**src/rtl/spi_cs_pkg.sv**
```systemverilog
package spi_cs_pkg;

    localparam int DATA_W = 16;
    localparam int CNT_W  = 8;
    localparam int LEN_W  = 5;
    localparam int EDGE_W = LEN_W + 1;

    typedef struct packed {
        logic [CNT_W-1:0] between;
        logic [CNT_W-1:0] pre;
        logic [CNT_W-1:0] div;
        logic [3:0]       bits;
        logic             hold;
        logic             force_rel;
        logic             phase;
        logic             cpol;
    } cs_cfg_t;

    typedef enum logic [1:0] {
        ST_IDLE,
        ST_SETUP,
        ST_SHIFT,
        ST_GAP
    } seq_state_t;

    function automatic logic [LEN_W-1:0] xfer_len(input logic [3:0] code);
        return (code > 4'd8) ? LEN_W'(16) : LEN_W'(8 + code);
    endfunction

    function automatic logic [CNT_W-1:0] half_per(input cs_cfg_t c);
        return (c.div == '0) ? CNT_W'(1) : c.div;
    endfunction

    function automatic logic [CNT_W-1:0] lead_delay(input cs_cfg_t c);
        return (c.pre == '0) ? half_per(c) : c.pre;
    endfunction

    function automatic logic [CNT_W-1:0] word_spacing(input cs_cfg_t c);
        return (c.between == '0) ? half_per(c) : c.between;
    endfunction

    function automatic logic [CNT_W-1:0] release_gap(input cs_cfg_t c);
        if (c.force_rel && !c.hold && c.between != '0)
            return c.between;
        return CNT_W'(1);
    endfunction

endpackage

```
**src/rtl/spi_cfg_bank.sv**
```systemverilog
module spi_cfg_bank
    import spi_cs_pkg::*;
#(
    parameter int NUM_CS = 4,
    localparam int CS_W = $clog2(NUM_CS)
) (
    input  logic            clk,
    input  logic            rst,
    input  logic            we,
    input  logic            wprot,
    input  logic [CS_W-1:0] idx,
    input  logic [31:0]     wdata,
    output cs_cfg_t         cfg_o [NUM_CS]
);

    for (genvar g = 0; g < NUM_CS; g++) begin : g_slot
        cs_cfg_t slot_q;

        always_ff @(posedge clk) begin
            if (rst)
                slot_q <= '0;
            else if (we && !wprot && idx == CS_W'(g))
                slot_q <= cs_cfg_t'(wdata);
        end

        assign cfg_o[g] = slot_q;

        AST_WP_LOCK: assert property (@(posedge clk) disable iff (rst)
            wprot |=> $stable(slot_q));
    end

endmodule

```
**src/rtl/spi_tx_hold.sv**
```systemverilog
module spi_tx_hold
    import spi_cs_pkg::*;
#(
    parameter int NUM_CS = 4,
    localparam int CS_W = $clog2(NUM_CS)
) (
    input  logic              clk,
    input  logic              rst,
    input  logic              in_valid,
    input  logic [CS_W-1:0]   in_cs,
    input  logic [DATA_W-1:0] in_data,
    input  logic              take,
    output logic              in_ready,
    output logic              hold_v,
    output logic [CS_W-1:0]   hold_cs,
    output logic [DATA_W-1:0] hold_data
);

    always_ff @(posedge clk) begin
        if (rst) begin
            hold_v    <= 1'b0;
            hold_cs   <= '0;
            hold_data <= '0;
        end else if (in_valid && !hold_v) begin
            hold_v    <= 1'b1;
            hold_cs   <= in_cs;
            hold_data <= in_data;
        end else if (take) begin
            hold_v <= 1'b0;
        end
    end

    assign in_ready = !hold_v;

    AST_HOLD_STABLE: assert property (@(posedge clk) disable iff (rst)
        (hold_v && !take) |=> ($stable(hold_data) && $stable(hold_cs) && hold_v));

endmodule

```
**src/rtl/spi_xfer_engine.sv**
```systemverilog
module spi_xfer_engine
    import spi_cs_pkg::*;
#(
    parameter int NUM_CS = 4,
    localparam int CS_W = $clog2(NUM_CS)
) (
    input  logic              clk,
    input  logic              rst,
    input  cs_cfg_t           cfg_i [NUM_CS],
    input  logic              pend_v,
    input  logic [CS_W-1:0]   pend_cs,
    input  logic [DATA_W-1:0] pend_data,
    output logic              take,
    input  logic              miso,
    output logic              sck,
    output logic              mosi,
    output logic [NUM_CS-1:0] cs_n,
    output logic [DATA_W-1:0] rx_data,
    output logic              rx_valid,
    output logic              busy
);

    seq_state_t        st;
    cs_cfg_t           cur;
    cs_cfg_t           nxt;
    logic [CS_W-1:0]   cur_cs;
    logic              held;
    logic [CNT_W-1:0]  cnt;
    logic [CNT_W-1:0]  hcnt;
    logic [EDGE_W-1:0] ecnt;
    logic [DATA_W-1:0] txsr;
    logic [DATA_W-1:0] rxsr;
    logic [DATA_W-1:0] aligned;
    logic [NUM_CS-1:0] sel_n;
    logic [EDGE_W-1:0] last_edge;
    logic              edge_now, done, sample_now, cont, start_idle, swap_cs;

    always_comb begin
        nxt       = cfg_i[pend_cs];
        aligned   = pend_data << (DATA_W - int'(xfer_len(nxt.bits)));
        last_edge = {xfer_len(cur.bits), 1'b0};
        for (int i = 0; i < NUM_CS; i++)
            sel_n[i] = (pend_cs != CS_W'(i));
    end

    assign done       = (st == ST_SHIFT) && (hcnt == '0) && (ecnt == last_edge);
    assign edge_now   = ((st == ST_SETUP) && (cnt == CNT_W'(1))) ||
                        ((st == ST_SHIFT) && (hcnt == '0) && (ecnt != last_edge));
    assign sample_now = edge_now && ((~ecnt[0]) == cur.phase);
    assign cont       = pend_v && (pend_cs == cur_cs) && (cur.hold || !cur.force_rel);
    assign swap_cs    = (st == ST_IDLE) && pend_v && held && (pend_cs != cur_cs);
    assign start_idle = (st == ST_IDLE) && pend_v && !swap_cs;
    assign take       = start_idle || (done && cont);
    assign busy       = (st != ST_IDLE);

    always_ff @(posedge clk) begin
        if (rst) begin
            st       <= ST_IDLE;
            cur      <= '0;
            cur_cs   <= '0;
            held     <= 1'b0;
            cnt      <= '0;
            hcnt     <= '0;
            ecnt     <= '0;
            txsr     <= '0;
            rxsr     <= '0;
            sck      <= 1'b0;
            mosi     <= 1'b0;
            cs_n     <= '1;
            rx_data  <= '0;
            rx_valid <= 1'b0;
        end else begin
            rx_valid <= 1'b0;
            if (edge_now) begin
                sck  <= ~sck;
                ecnt <= ecnt + 1'b1;
                hcnt <= half_per(cur) - 1'b1;
                if (sample_now) begin
                    rxsr <= {rxsr[DATA_W-2:0], miso};
                end else begin
                    mosi <= txsr[DATA_W-1];
                    txsr <= txsr << 1;
                end
            end
            case (st)
                ST_SETUP: begin
                    if (cnt == CNT_W'(1)) st <= ST_SHIFT;
                    else                  cnt <= cnt - 1'b1;
                end
                ST_SHIFT: begin
                    if (hcnt != '0) hcnt <= hcnt - 1'b1;
                    if (done) begin
                        rx_valid <= 1'b1;
                        rx_data  <= rxsr;
                        if (cur.hold) begin
                            st <= ST_IDLE;
                        end else begin
                            st   <= ST_GAP;
                            cs_n <= '1;
                            held <= 1'b0;
                            cnt  <= release_gap(cur);
                        end
                    end
                end
                ST_GAP: begin
                    if (cnt <= CNT_W'(1)) st <= ST_IDLE;
                    else                  cnt <= cnt - 1'b1;
                end
                default: begin
                    if (swap_cs) begin
                        st   <= ST_GAP;
                        cs_n <= '1;
                        held <= 1'b0;
                        cnt  <= CNT_W'(1);
                    end
                end
            endcase
            if (take) begin
                st     <= ST_SETUP;
                cur    <= nxt;
                cur_cs <= pend_cs;
                cs_n   <= sel_n;
                held   <= 1'b1;
                rxsr   <= '0;
                ecnt   <= '0;
                cnt    <= start_idle ? lead_delay(nxt) : word_spacing(nxt);
                if (start_idle) sck <= nxt.cpol;
                if (nxt.phase) begin
                    mosi <= aligned[DATA_W-1];
                    txsr <= aligned << 1;
                end else begin
                    txsr <= aligned;
                end
            end
        end
    end

    // Checker state: release gap bookkeeping
    logic [CNT_W:0] hi_run;
    logic [CNT_W:0] gap_need;

    always_ff @(posedge clk) begin
        if (rst) begin
            hi_run   <= '0;
            gap_need <= '0;
        end else begin
            if (!(&cs_n))             hi_run <= '0;
            else if (!(&hi_run))      hi_run <= hi_run + 1'b1;
            if ((&cs_n) && hi_run == '0)
                gap_need <= {1'b0, release_gap(cur)};
        end
    end

    AST_ONE_SELECT: assert property (@(posedge clk) disable iff (rst)
        $countones(~cs_n) <= 1);
    AST_GAP_MIN: assert property (@(posedge clk) disable iff (rst)
        (!(&cs_n) && $past(&cs_n)) |-> (hi_run >= gap_need));
    AST_SCK_REST: assert property (@(posedge clk) disable iff (rst)
        rx_valid |-> (sck == cur.cpol));
    AST_RX_PULSE: assert property (@(posedge clk) disable iff (rst)
        rx_valid |=> !rx_valid);

endmodule

```
**src/rtl/spi_cs_seq.sv**
```systemverilog
module spi_cs_seq
    import spi_cs_pkg::*;
#(
    parameter int NUM_CS = 4,
    localparam int CS_W = $clog2(NUM_CS)
) (
    input  logic              clk,
    input  logic              rst,
    input  logic              cfg_we,
    input  logic              cfg_wprot,
    input  logic [CS_W-1:0]   cfg_idx,
    input  logic [31:0]       cfg_wdata,
    input  logic              tx_valid,
    input  logic [CS_W-1:0]   tx_cs,
    input  logic [DATA_W-1:0] tx_data,
    output logic              tx_ready,
    output logic              sck,
    output logic              mosi,
    input  logic              miso,
    output logic [NUM_CS-1:0] cs_n,
    output logic [DATA_W-1:0] rx_data,
    output logic              rx_valid,
    output logic              busy
);

    cs_cfg_t           cfg_w [NUM_CS];
    logic              pend_v, take;
    logic [CS_W-1:0]   pend_cs;
    logic [DATA_W-1:0] pend_data;

    spi_cfg_bank #(.NUM_CS(NUM_CS)) u_cfg (
        .clk(clk), .rst(rst), .we(cfg_we), .wprot(cfg_wprot),
        .idx(cfg_idx), .wdata(cfg_wdata), .cfg_o(cfg_w)
    );

    spi_tx_hold #(.NUM_CS(NUM_CS)) u_hold (
        .clk(clk), .rst(rst), .in_valid(tx_valid), .in_cs(tx_cs),
        .in_data(tx_data), .take(take), .in_ready(tx_ready),
        .hold_v(pend_v), .hold_cs(pend_cs), .hold_data(pend_data)
    );

    spi_xfer_engine #(.NUM_CS(NUM_CS)) u_eng (
        .clk(clk), .rst(rst), .cfg_i(cfg_w), .pend_v(pend_v),
        .pend_cs(pend_cs), .pend_data(pend_data), .take(take),
        .miso(miso), .sck(sck), .mosi(mosi), .cs_n(cs_n),
        .rx_data(rx_data), .rx_valid(rx_valid), .busy(busy)
    );

endmodule

```
**config.mk**
```make
export PLATFORM = sky130hd
export DESIGN_NAME = spi_cs_seq
export DESIGN_NICKNAME = d
export VERILOG_FILES = /design/src/rtl/spi_cs_pkg.sv /design/src/rtl/spi_cfg_bank.sv /design/src/rtl/spi_tx_hold.sv /design/src/rtl/spi_xfer_engine.sv /design/src/rtl/spi_cs_seq.sv
export SDC_FILE = /design/constraint.sdc
export NUM_CORES = 1
export LEC_CHECK = 0
export ABC_AREA = 1
export CAP_MARGIN = 5
export CORE_UTILIZATION = 58
export DETAILED_ROUTE_END_ITERATION = 6
export DONT_BUFFER_PORTS = 1
export MAX_ROUTING_LAYER = met4
export PLACE_DENSITY = 0.76
export SKIP_LAST_GASP = 1
export SLEW_MARGIN = 20
export SYNTH_ARGS = -nofsm -noshare
export SYNTH_HDL_FRONTEND = slang
export SYNTH_HIERARCHICAL = 1
export SYNTH_SLANG_ARGS = --single-unit
export TNS_END_PERCENT = 10
```
**constraint.sdc**
```tcl
create_clock -name clk -period 2.4 [get_ports clk]
set_input_delay 0.12 -clock clk [delete_from_list [all_inputs] [get_ports clk]]
set_output_delay 0.12 -clock clk [all_outputs]
set_load 0.01 [all_outputs]
```
==> flow_summary.ini, run 1 <==
[run_status]
outcome = finished clean

[grt]
grt-ovfl-total = 0
grt_pass1_vias = 11600
track_usage = 0.308
grt_pass1_wl_um = 55700
grt_max_degree = 56
antenna_found_initial = 0

[floorplanning]
ios = 83
die-height_um = 151
die-area_um2 = 22900
fp-row-count = 54
start_util = 0.592
core_area_um2 = 21800
dieWidth_um = 151

[run]
cap_viol_max_count = 0

[clock_tree]
cts_root_buf = clkbuf_16
clock_sinks = 252
cts_buffers = 28
worstSkewPairLatency_ns = 0.54
cts_tree = done
path_clk_slew_ns = 0.06
clk_path_buf_depth = 3
cts_htree_levels = 1

[pwr]
peakVddDrop_uv = 610
power-per-cell-area_nw_per_um2 = 904
p_leak_nw = 6.68
power_w = 0.0136

[setup_path]
path_class = reg2reg
critPathTopFamily = simple AND/OR/NAND/NOR gates
cp.buffers_inverters = 4
worstPathMaxFanout = 8
crit_top_cell = nand2_1
required_ns = 2.82
end_kind = register
cpPeakStageDelay_ns = 0.39
arrival_ns = 2.76
crit_slowest_cell = dfxtp_4
path_cells = clkinvlp_4 -> buf_4 -> nand2_1 -> nand2_1 -> nand2_2 -> nand2_4 -> nand2_4 -> ha_4 -> buf_8 -> buf_6 -> nand3_1 -> nand3_1 -> nand3_2 -> nand2_2 -> nand2_1 -> nand2_1 -> nor2_1 -> nor2_1
crit_path_start_kind = register

[synthesis]
yosys.area_share.xor_xnor = 0.00881
synth-compound-area-share = 0.105
synth_fa_ha_area_frac = 0.00581
synth_sequential_area_ratio = 0.390
ys_warn_count = 6
synthFlopType = dfxtp_1
synthMuxAreaShare = 0
ys_async_sr_fraction = 0
synth.net_count = 2054
postSynthCellCount = 1990
synth-edff-count = 0
ys_types = 47
synth_area_per_cell_um2 = 6.50
synth_top_family_by_area = simple AND/OR/NAND/NOR gates
syn_area_um2 = 12900
ys_ff_latch = 252
synth-simple-area-share = 0.388

[sta]
final_hold_viol_count = 0
report.final.slew_viol_count = 0
min_period_over_period = 0.975
setup_viol = 0
rsz0062_at_grt = true
worst_slew_pin_slew_ns = 1.06
hold_ws_ns = 0.0584
finalCriticalPeriod_ns = 2.34
max_freq_ghz = 0.427
relSlewSlack = 0.294
fin_worst_skew_ns = 0.0134
final.setup.tns_ns = 0

[hold_path]
hold_path.class = in2reg

[drt]
drc_errors = 0
totalWireLength_um = 34600
viasPerCell = 5.46
drt_iter0_markers = 976
vias = 12700
wire_per_inst_um = 14.8
firstDrtPassIters = 6
ant_nets = 0

[place]
place_congestion = 0.911
placedCellCount = 2205
dpl.hpwl_um = 21400
port_buffers = 0

[final_layout]
final_nets = 2097
instances_no_fill = 2334
drive_gt1_frac = 0.0979
seqCellArea_um2 = 5050
diodes = 0
fill_cells = 1924
final_common_cell = nand2_1
final_cell_mix = 468 x nand2_1, 346 x nor2_1, 273 x nand3_1
multi_input_area_um2 = 6710
area_delta_synth_final_pct = 16.5
## tightest hold or removal path: stages
cell,delay [ns]
nand2_1,0.12
nor2_2,0.16
nor2_1,0.11
nor2_1,0.05
## cell type report
type,instances,share of cell area
Sequential cell,252,0.335
Clock inverter,16,0.0137
Inverter,189,0.0494
Multi-Input combinational cell,1437,0.446
Tap cell,280,0.0233
Clock buffer,35,0.0524
Timing Repair Buffer,125,0.0800
## sequential cells by signal, indices dropped and copies added, names as in the netlist, 6 cells and up
register / flops
u_cfg/cfg_o: 128
u_eng/cur: 23
u_eng/rx_data: 16
u_eng/rxsr: 16
u_eng/txsr: 16
u_hold/hold_data: 16
u_eng/cnt: 8
u_eng/hcnt: 8
u_eng/ecnt: 6
## cell families (layout without fill, tap and decap cells)
kind of cell | after synthesis | in the layout
AO/OA/AOI/OAI | 243 | 243
XOR/XNOR | 13 | 13
flip-flops | 252 | 252
buffers and inverters | 302 | 365
adder cells (fa/ha/maj) | 6 | 6
AND/OR/NAND/NOR | 1174 | 1175
## per-stage QoR
step / setup slack, ns / utilization / area (um2)
after global routing: -0.0499 / 0.690 / 15100
after floorplan: 0.0134 / - / 12900
after CTS: -0.154 / 0.675 / 14700
after global placement: -0.0672 / 0.603 / 13200
final: 0.0601 / 0.690 / 15100
after detailed placement: -0.158 / 0.603 / 13200
## metal layers
layer	vias up	wire, um	track usage
met5	-	0	-
met4	0	944	0.0910
met3	77	1710	0.0319
met2	383	16800	0.531
met1	5831	15100	0.378
li1	6456	-	-
## path summary, 6_finish.rpt
kind	start	depth (start not counted)	slack [ns]	endpoint
max	u_hold/hold_cs[0]	18	0.06	u_eng/txsr[15]
min	cfg_we	4	0.06	u_cfg/cfg_o[88]
max reg2reg	u_hold/hold_cs[0]	18	0.06	u_eng/txsr[15]
min reg2reg	u_eng/txsr[0]	2	0.47	u_eng/txsr[0]
## synthesized netlist by cell type (10+ instances only)
| cell | number | area (um2) |
|---|---|---|
| clkbuf_1 | 23 | 86.3 |
| o21ai_0 | 90 | 450 |
| buf_1 | 17 | 63.8 |
| nand2_1 | 470 | 1760 |
| a21oi_1 | 99 | 495 |
| inv_1 | 173 | 649 |
| nand3_1 | 283 | 1420 |
| inv_2 | 11 | 41.3 |
| buf_2 | 54 | 270 |
| buf_6 | 13 | 146 |
| nand4_1 | 10 | 62.6 |
| dfxtp_1 | 252 | 5040 |
| nand2_2 | 11 | 68.8 |
| nor2_1 | 355 | 1330 |
| a22oi_1 | 16 | 120 |
## where the power goes
part | total [W] | internal, W | switching [W]
logic | 0.00406 | 0.00153 | 0.00253
registers | 0.00500 | 0.00465 | 0.000349
clock network | 0.00455 | 0.00277 | 0.00178
total | 0.0136 | 0.00895 | 0.00466
## timing repair
action                                  CTS  global route
pin swaps                                 0             6
buffers inserted                          0            19
endpoints found under the setup margin   26            40
cloned                                    0             1
gates resized for setup                   1            44
hold endpoints to repair                190             0
hold buffers                             58             0
(Power assumes the default switching activity.)
==> inputs of run 2 (changes only) <==
--- a/config.mk
+++ b/config.mk
@@ -11,7 +11,7 @@
 export DETAILED_ROUTE_END_ITERATION = 6
 export DONT_BUFFER_PORTS = 1
 export MAX_ROUTING_LAYER = met4
-export PLACE_DENSITY = 0.76
+export PLACE_DENSITY = 0.73
 export SKIP_LAST_GASP = 1
 export SLEW_MARGIN = 20
 export SYNTH_ARGS = -nofsm -noshare
==> constraint.sdc (replaced) <==
create_clock -name clk -period 2.4 [get_ports clk]
set_input_delay 0.48 -clock clk [delete_from_list [all_inputs] [get_ports clk]]
set_output_delay 0.48 -clock clk [all_outputs]
set_load 0.01 [all_outputs]
==> flow_summary.ini, run 2 (synthesis gave the netlist of run 1 again) <==
[drt]
drt_iter0_markers = 741
firstDrtPassIters = 7
vias = 12200
wire_per_inst_um = 14.4
totalWireLength_um = 32700
viasPerCell = 5.39
ant_nets = 0
drc_errors = 4

[final_layout]
final_cell_mix = 469 x nand2_1, 348 x nor2_1, 283 x nand3_1
largest_register_ffs = 128
final_common_cell = nand2_1
diodes = 0
instances_no_fill = 2267
drive_gt1_frac = 0.0871
fill_cells = 2082
final_nets = 2034
area_delta_synth_final_pct = 10.6

[place]
place_congestion = 0.915
port_buffers = 0
dpl.hpwl_um = 21200
placedCellCount = 2207

[hold_path]
hp-start = rst
hold_path.class = in2reg
hold_end = u_eng/held
whs_path_depth = 1

[grt]
grt_max_degree = 129
grt_pass1_wl_um = 53300
track_usage = 0.295
grt-ovfl-total = 0
grt_pass1_vias = 11000
antenna_found_initial = 0

[floorplanning]
fp-row-count = 54
start_util = 0.592
core_area_um2 = 21800
dieWidth_um = 151
ios = 83
die-area_um2 = 22900
die-height_um = 151

[sta]
setup_viol = 0
fin_worst_skew_ns = 0.00650
rsz0062_at_grt = true
worst_slew_pin_slew_ns = 0.626
report.final.slew_viol_count = 0
max_freq_ghz = 0.427
min_period_over_period = 0.977
relSlewSlack = 0.582
finalCriticalPeriod_ns = 2.34
final_hold_viol_count = 0

[setup_path]
rr_worst_depth = 12
end_kind = register
crit_start = u_eng/hcnt[0]
path_class = reg2reg
required_ns = 2.85
timing.rr.end = u_eng/sck
reg2reg_from = u_eng/hcnt[0]
crit_path_start_kind = register
worstPathMaxFanout = 17
arrival_ns = 2.80
rrSetupSlack_ns = 0.06

[pwr]
clock_power_share = 0.315
p_seq_frac = 0.387
peakVddDrop_uv = 673
p_leak_nw = 6.36
power.share.switching = 0.344
power-per-cell-area_nw_per_um2 = 901
intPower_w = 0.00845
power_w = 0.0129
p_switching_w = 0.00443
pwr-share-comb = 0.297

[clock_tree]
cts_tree = done
cts_buffers = 27
worstSkewPairLatency_ns = 0.54
cts_root_buf = clkbuf_16
cts_htree_levels = 1
clk_path_buf_depth = 3
clock_sinks = 252
path_clk_slew_ns = 0.06

[run_status]
outcome = finished with violations
violations = DRC

[run]
cap_viol_max_count = 0
-- run 2: changes by cell type in the layout (fill, tap and decap cells not counted), sizes merged --
| cell | before | now |
|---|---|---|
| clkinv | 11 | 7 |
| bufinv | 4 | 1 |
| clkinvlp | 6 | 1 |
| clkbuf | 35 | 39 |
| inv | 184 | 187 |
| dlygate4sd3 | 58 | 3 |
| buf | 67 | 60 |
-- run 2: timing repair --
| item | in CTS | in global routing |
|---|---|---|
| pin swaps | 0 | 3 |
| setup buffers | 0 | 10 |
| hold endpoints to repair | 5 | 0 |
| setup endpoints to repair | 11 | 44 |
| resized for setup | 1 | 22 |
| hold buffers | 3 | 0 |
| cloned | 0 | 1 |
-- run 2: worst max-delay path: stages, from the launching register on --
cell and delay [ns]:
dfxtp_1 0.31, inv_1 0.12, ha_2 0.24, nand3_2 0.10, nor2_2 0.11, nand2_1 0.08, nor2_2 0.17, nand2_1 0.11
nand2_4 0.07, buf_4 0.21, inv_1 0.22, or2_2 0.35, a31oi_1 0.16
-- run 2: worst max path at each step --
stage | endpoint | cells after the start | slack [ns]
6_report | u_eng/sck | 12 | 0.06
4_1_cts | u_eng/txsr[15] | 16 | -0.02
3_3_place_gp | u_eng/rxsr[13] | 11 | -0.05
2_1_floorplan | u_eng/txsr[15] | 19 | 0.01
3_5_place_dp | u_eng/st[1] | 11 | -0.13
5_1_grt | u_eng/sck | 12 | -0.12
-- run 2: per-stage QoR --
stage | hold WS (ns) | TNS (ns) | utilization | instance area (um2) | setup slack, ns
floorplan | 0.436 | 0 | - | 12900 | 0.0134
global placement | 0.443 | -0.236 | 0.606 | 13200 | -0.0484
detailed placement | 0.447 | -0.780 | 0.606 | 13200 | -0.134
CTS | 0.000920 | -0.0229 | 0.647 | 14100 | -0.0229
global route | 0.00863 | -0.886 | 0.655 | 14300 | -0.116
finish | 0.0238 | 0 | 0.655 | 14300 | 0.0555
-- run 2: final cells by class --
type,count,area (um2),area share
multi-input cells,1437,6650,0.465
clock buffers,39,791,0.0553
well taps,280,350,0.0245
clock inverters,7,73.8,0.00517
repair buffers,63,654,0.0458
inverters,189,723,0.0506
flip-flops and latches,252,5050,0.353
-- run 2: power by group through the flow --
stage / combinational, W / sequential [W] / clock, W
3_5_place_dp: 0.00372 / 0.00506 / 0
5_1_grt: 0.00434 / 0.00503 / 0.00429
2_1_floorplan: 0.00289 / 0.00496 / 0
4_1_cts: 0.00376 / 0.00498 / 0.00414
6_report: 0.00383 / 0.00499 / 0.00406
3_3_place_gp: 0.00367 / 0.00505 / 0
-- run 2: routing by layer --
metal  share of wire  global-route usage
met1            0.45               0.378
met2            0.47               0.491
met3           0.061              0.0377
met4           0.020              0.0740
met5               0                   -
==> inputs of run 3 (changes only) <==
--- a/config.mk
+++ b/config.mk
@@ -7,15 +7,14 @@
 export LEC_CHECK = 0
 export ABC_AREA = 1
 export CAP_MARGIN = 5
-export CORE_UTILIZATION = 58
+export CORE_UTILIZATION = 64
 export DETAILED_ROUTE_END_ITERATION = 6
 export DONT_BUFFER_PORTS = 1
 export MAX_ROUTING_LAYER = met4
-export PLACE_DENSITY = 0.73
+export PLACE_DENSITY = 0.77
 export SKIP_LAST_GASP = 1
 export SLEW_MARGIN = 20
 export SYNTH_ARGS = -nofsm -noshare
 export SYNTH_HDL_FRONTEND = slang
-export SYNTH_HIERARCHICAL = 1
 export SYNTH_SLANG_ARGS = --single-unit
 export TNS_END_PERCENT = 10
==> constraint.sdc (replaced) <==
create_clock -name clk -period 2.22 [get_ports clk]
set_input_delay 0.444 -clock clk [delete_from_list [all_inputs] [get_ports clk]]
set_output_delay 0.444 -clock clk [all_outputs]
set_load 0.01 [all_outputs]
==> flow_summary.ini, run 3 <==
[drt]
drt_iter0_markers = 920
wire_per_inst_um = 16.2
drc_errors = 10
ant_nets = 0
vias = 11700
viasPerCell = 5.79
firstDrtPassIters = 7
totalWireLength_um = 32800

[setup_path]
cpPeakStageDelay_ns = 0.42
path_cells = nor2_4 -> nand2_1 -> o21a_1 -> o211ai_1 -> or2_4 -> ha_4 -> buf_12 -> buf_12 -> nand3_2 -> nand3_1 -> nand3_2 -> nand3_1 -> nand3_1 -> nand2_1 -> inv_1
reg2reg_from = u_hold.hold_cs[0]
crit_top_cell = nand3_1
arrival_ns = 2.83
worstPathMaxFanout = 8
timing.rr.end = u_eng.txsr[14]
crit_path_start_kind = register
end_kind = register
rrSetupSlack_ns = -0.18
required_ns = 2.64
path_class = reg2reg
crit_slowest_cell = dfxtp_4
rr_worst_depth = 15

[grt]
grt-ovfl-total = 0
antenna_found_initial = 0
grt_max_degree = 93
grt_pass1_vias = 11200
track_usage = 0.350
grt_pass1_wl_um = 53800

[floorplanning]
dieWidth_um = 138
start_util = 0.658
die-area_um2 = 19100
fp-row-count = 49
die-height_um = 138
ios = 83
core_area_um2 = 18100

[clock_tree]
clock_sinks = 252
clk_path_buf_depth = 3
cts_tree = done
worstSkewPairLatency_ns = 0.53
cts_root_buf = clkbuf_16
cts_buffers = 26
cts_htree_levels = 1
path_clk_slew_ns = 0.06

[final_layout]
instances_no_fill = 2023
final_common_cell = o21ai_0
drive_gt1_frac = 0.145
diodes = 0
area_delta_synth_final_pct = 18.1
final_cell_mix = 254 x o21ai_0, 250 x dfxtp_1, 234 x nand2_1
final_nets = 1839
largest_register_ffs = 128

[run]
cap_viol_max_count = 0

[synthesis]
ys_async_sr_fraction = 0
synth_most_common_cell = o21ai_0
ys_ff_latch = 252
synthTopCellsByArea = dfxtp_1 42%, o21ai_0 11%, nand2_1 7.6%
synth_area_leader_cell = dfxtp_1
synth-edff-count = 0
ys_types = 45
synth_sequential_area_ratio = 0.424
synth_top_area_share = 0.424
ys_warn_count = 0
netlist_top_cells_count = 254 x o21ai_0, 252 x dfxtp_1, 240 x nand2_1
syn_area_um2 = 11900
synthFlopType = dfxtp_1
synth_area_per_cell_um2 = 6.86
postSynthCellCount = 1735
synth.net_count = 1800

[sta]
finalCriticalPeriod_ns = 2.40
relSlewSlack = 0.585
fin_worst_skew_ns = 0.0182
worst_slew_pin_slew_ns = 0.623
min_period_over_period = 1.08
final_hold_viol_count = 0
report.final.slew_viol_count = 0
worst_slack_ns = -0.185
setup_viol = 15
rsz0062_at_grt = true
max_freq_ghz = 0.416

[pwr]
power-per-cell-area_nw_per_um2 = 1120
p_leak_nw = 5.92
power_w = 0.0157
peakVddDrop_uv = 780

[place]
placedCellCount = 1960
place_congestion = 0.972
dpl_worst_slack_ns = -0.0585
dpl.hpwl_um = 21300
port_buffers = 0

[hold_path]
whs_path_depth = 1
hold_end = u_hold.hold_v
hp-start = rst
hold_path.class = in2reg

[run_status]
violations = DRC, setup timing
outcome = finished with violations
-- run 3: layout make-up --
| class | instances | area, um2 |
|---|---|---|
| repair buffers | 104 | 932 |
| fillers | 1425 | 4040 |
| well taps | 229 | 287 |
| multi-input cells | 1177 | 6000 |
| clock inverters | 11 | 188 |
| repair inverters | 1 | 8.76 |
| flip-flops and latches | 252 | 5050 |
| clock buffers | 37 | 773 |
| inverters | 212 | 815 |
-- run 3: worst max-delay path by stage --
stage                            startpoint              to  slack, ns  cells after the start
after CTS                 u_hold.hold_cs[0]  u_eng.txsr[14]      -0.02                     15
after global placement    u_hold.hold_cs[0]  u_eng.txsr[13]       0.02                     14
after detailed placement  u_hold.hold_cs[0]   u_eng.txsr[8]      -0.06                     16
after global routing      u_hold.hold_cs[0]  u_eng.txsr[14]      -0.30                     15
after floorplan           u_hold.hold_cs[0]  u_eng.txsr[12]      -0.29                     21
final                     u_hold.hold_cs[0]  u_eng.txsr[14]      -0.18                     15
-- run 3: metal layers --
layer | track usage | wire, um
met4 | 0.161 | 1410
met5 | - | 0
met3 | 0.0478 | 2010
met2 | 0.598 | 15900
met1 | 0.408 | 13500
-- run 3: repair_timing --
| item | 4_1_cts | 5_1_grt |
|---|---|---|
| gates resized for setup | 31 | 37 |
| hold endpoints to repair | 10 | 0 |
| setup endpoints to repair | 11 | 44 |
| hold buffers | 1 | 0 |
| buffers inserted | 10 | 2 |
| pin swaps | 17 | 19 |
| cloned | 2 | 0 |
-- run 3: critical path: cells and delay by family, from the launching register on --
| family | cells | cell delay, ns |
|---|---|---|
| adders and majority gates | 1 | 0.31 |
| DFF | 1 | 0.42 |
| AOI/OAI and AO/OA | 2 | 0.23 |
| and+or+nand+nor | 9 | 1.05 |
| buffers and inverters | 3 | 0.27 |
-- run 3: kinds of logic after synthesis --
group,share of synthesized area
AO/OA/AOI/OAI,0.212
XOR/XNOR,0.00957
adder cells (fa/ha/maj),0.00736
buffers and inverters,0.103
flip-flops,0.424
AND/OR/NAND/NOR,0.245
-- run 3: where the power goes --
| group | switching, W | internal, W | leakage [nW] |
|---|---|---|---|
| clock | 0.00181 | 0.00300 | 0.463 |
| combinational | 0.00339 | 0.00205 | 3.40 |
| sequential | 0.000364 | 0.00505 | 2.05 |
| total | 0.00556 | 0.0101 | 5.92 |
-- run 3: metrics by stage --
step / hold slack (ns) / area, um2 / setup TNS [ns] / util
5_1_grt: 0.0223 / 14100 / -5.51 / 0.777
3_3_place_gp: 0.434 / 12600 / 0 / 0.697
4_1_cts: 0.0247 / 13900 / -0.127 / 0.766
3_5_place_dp: 0.441 / 12600 / -0.273 / 0.697
2_1_floorplan: 0.422 / 12000 / -4.05 / -
6_report: 0.0373 / 14100 / -1.24 / 0.777
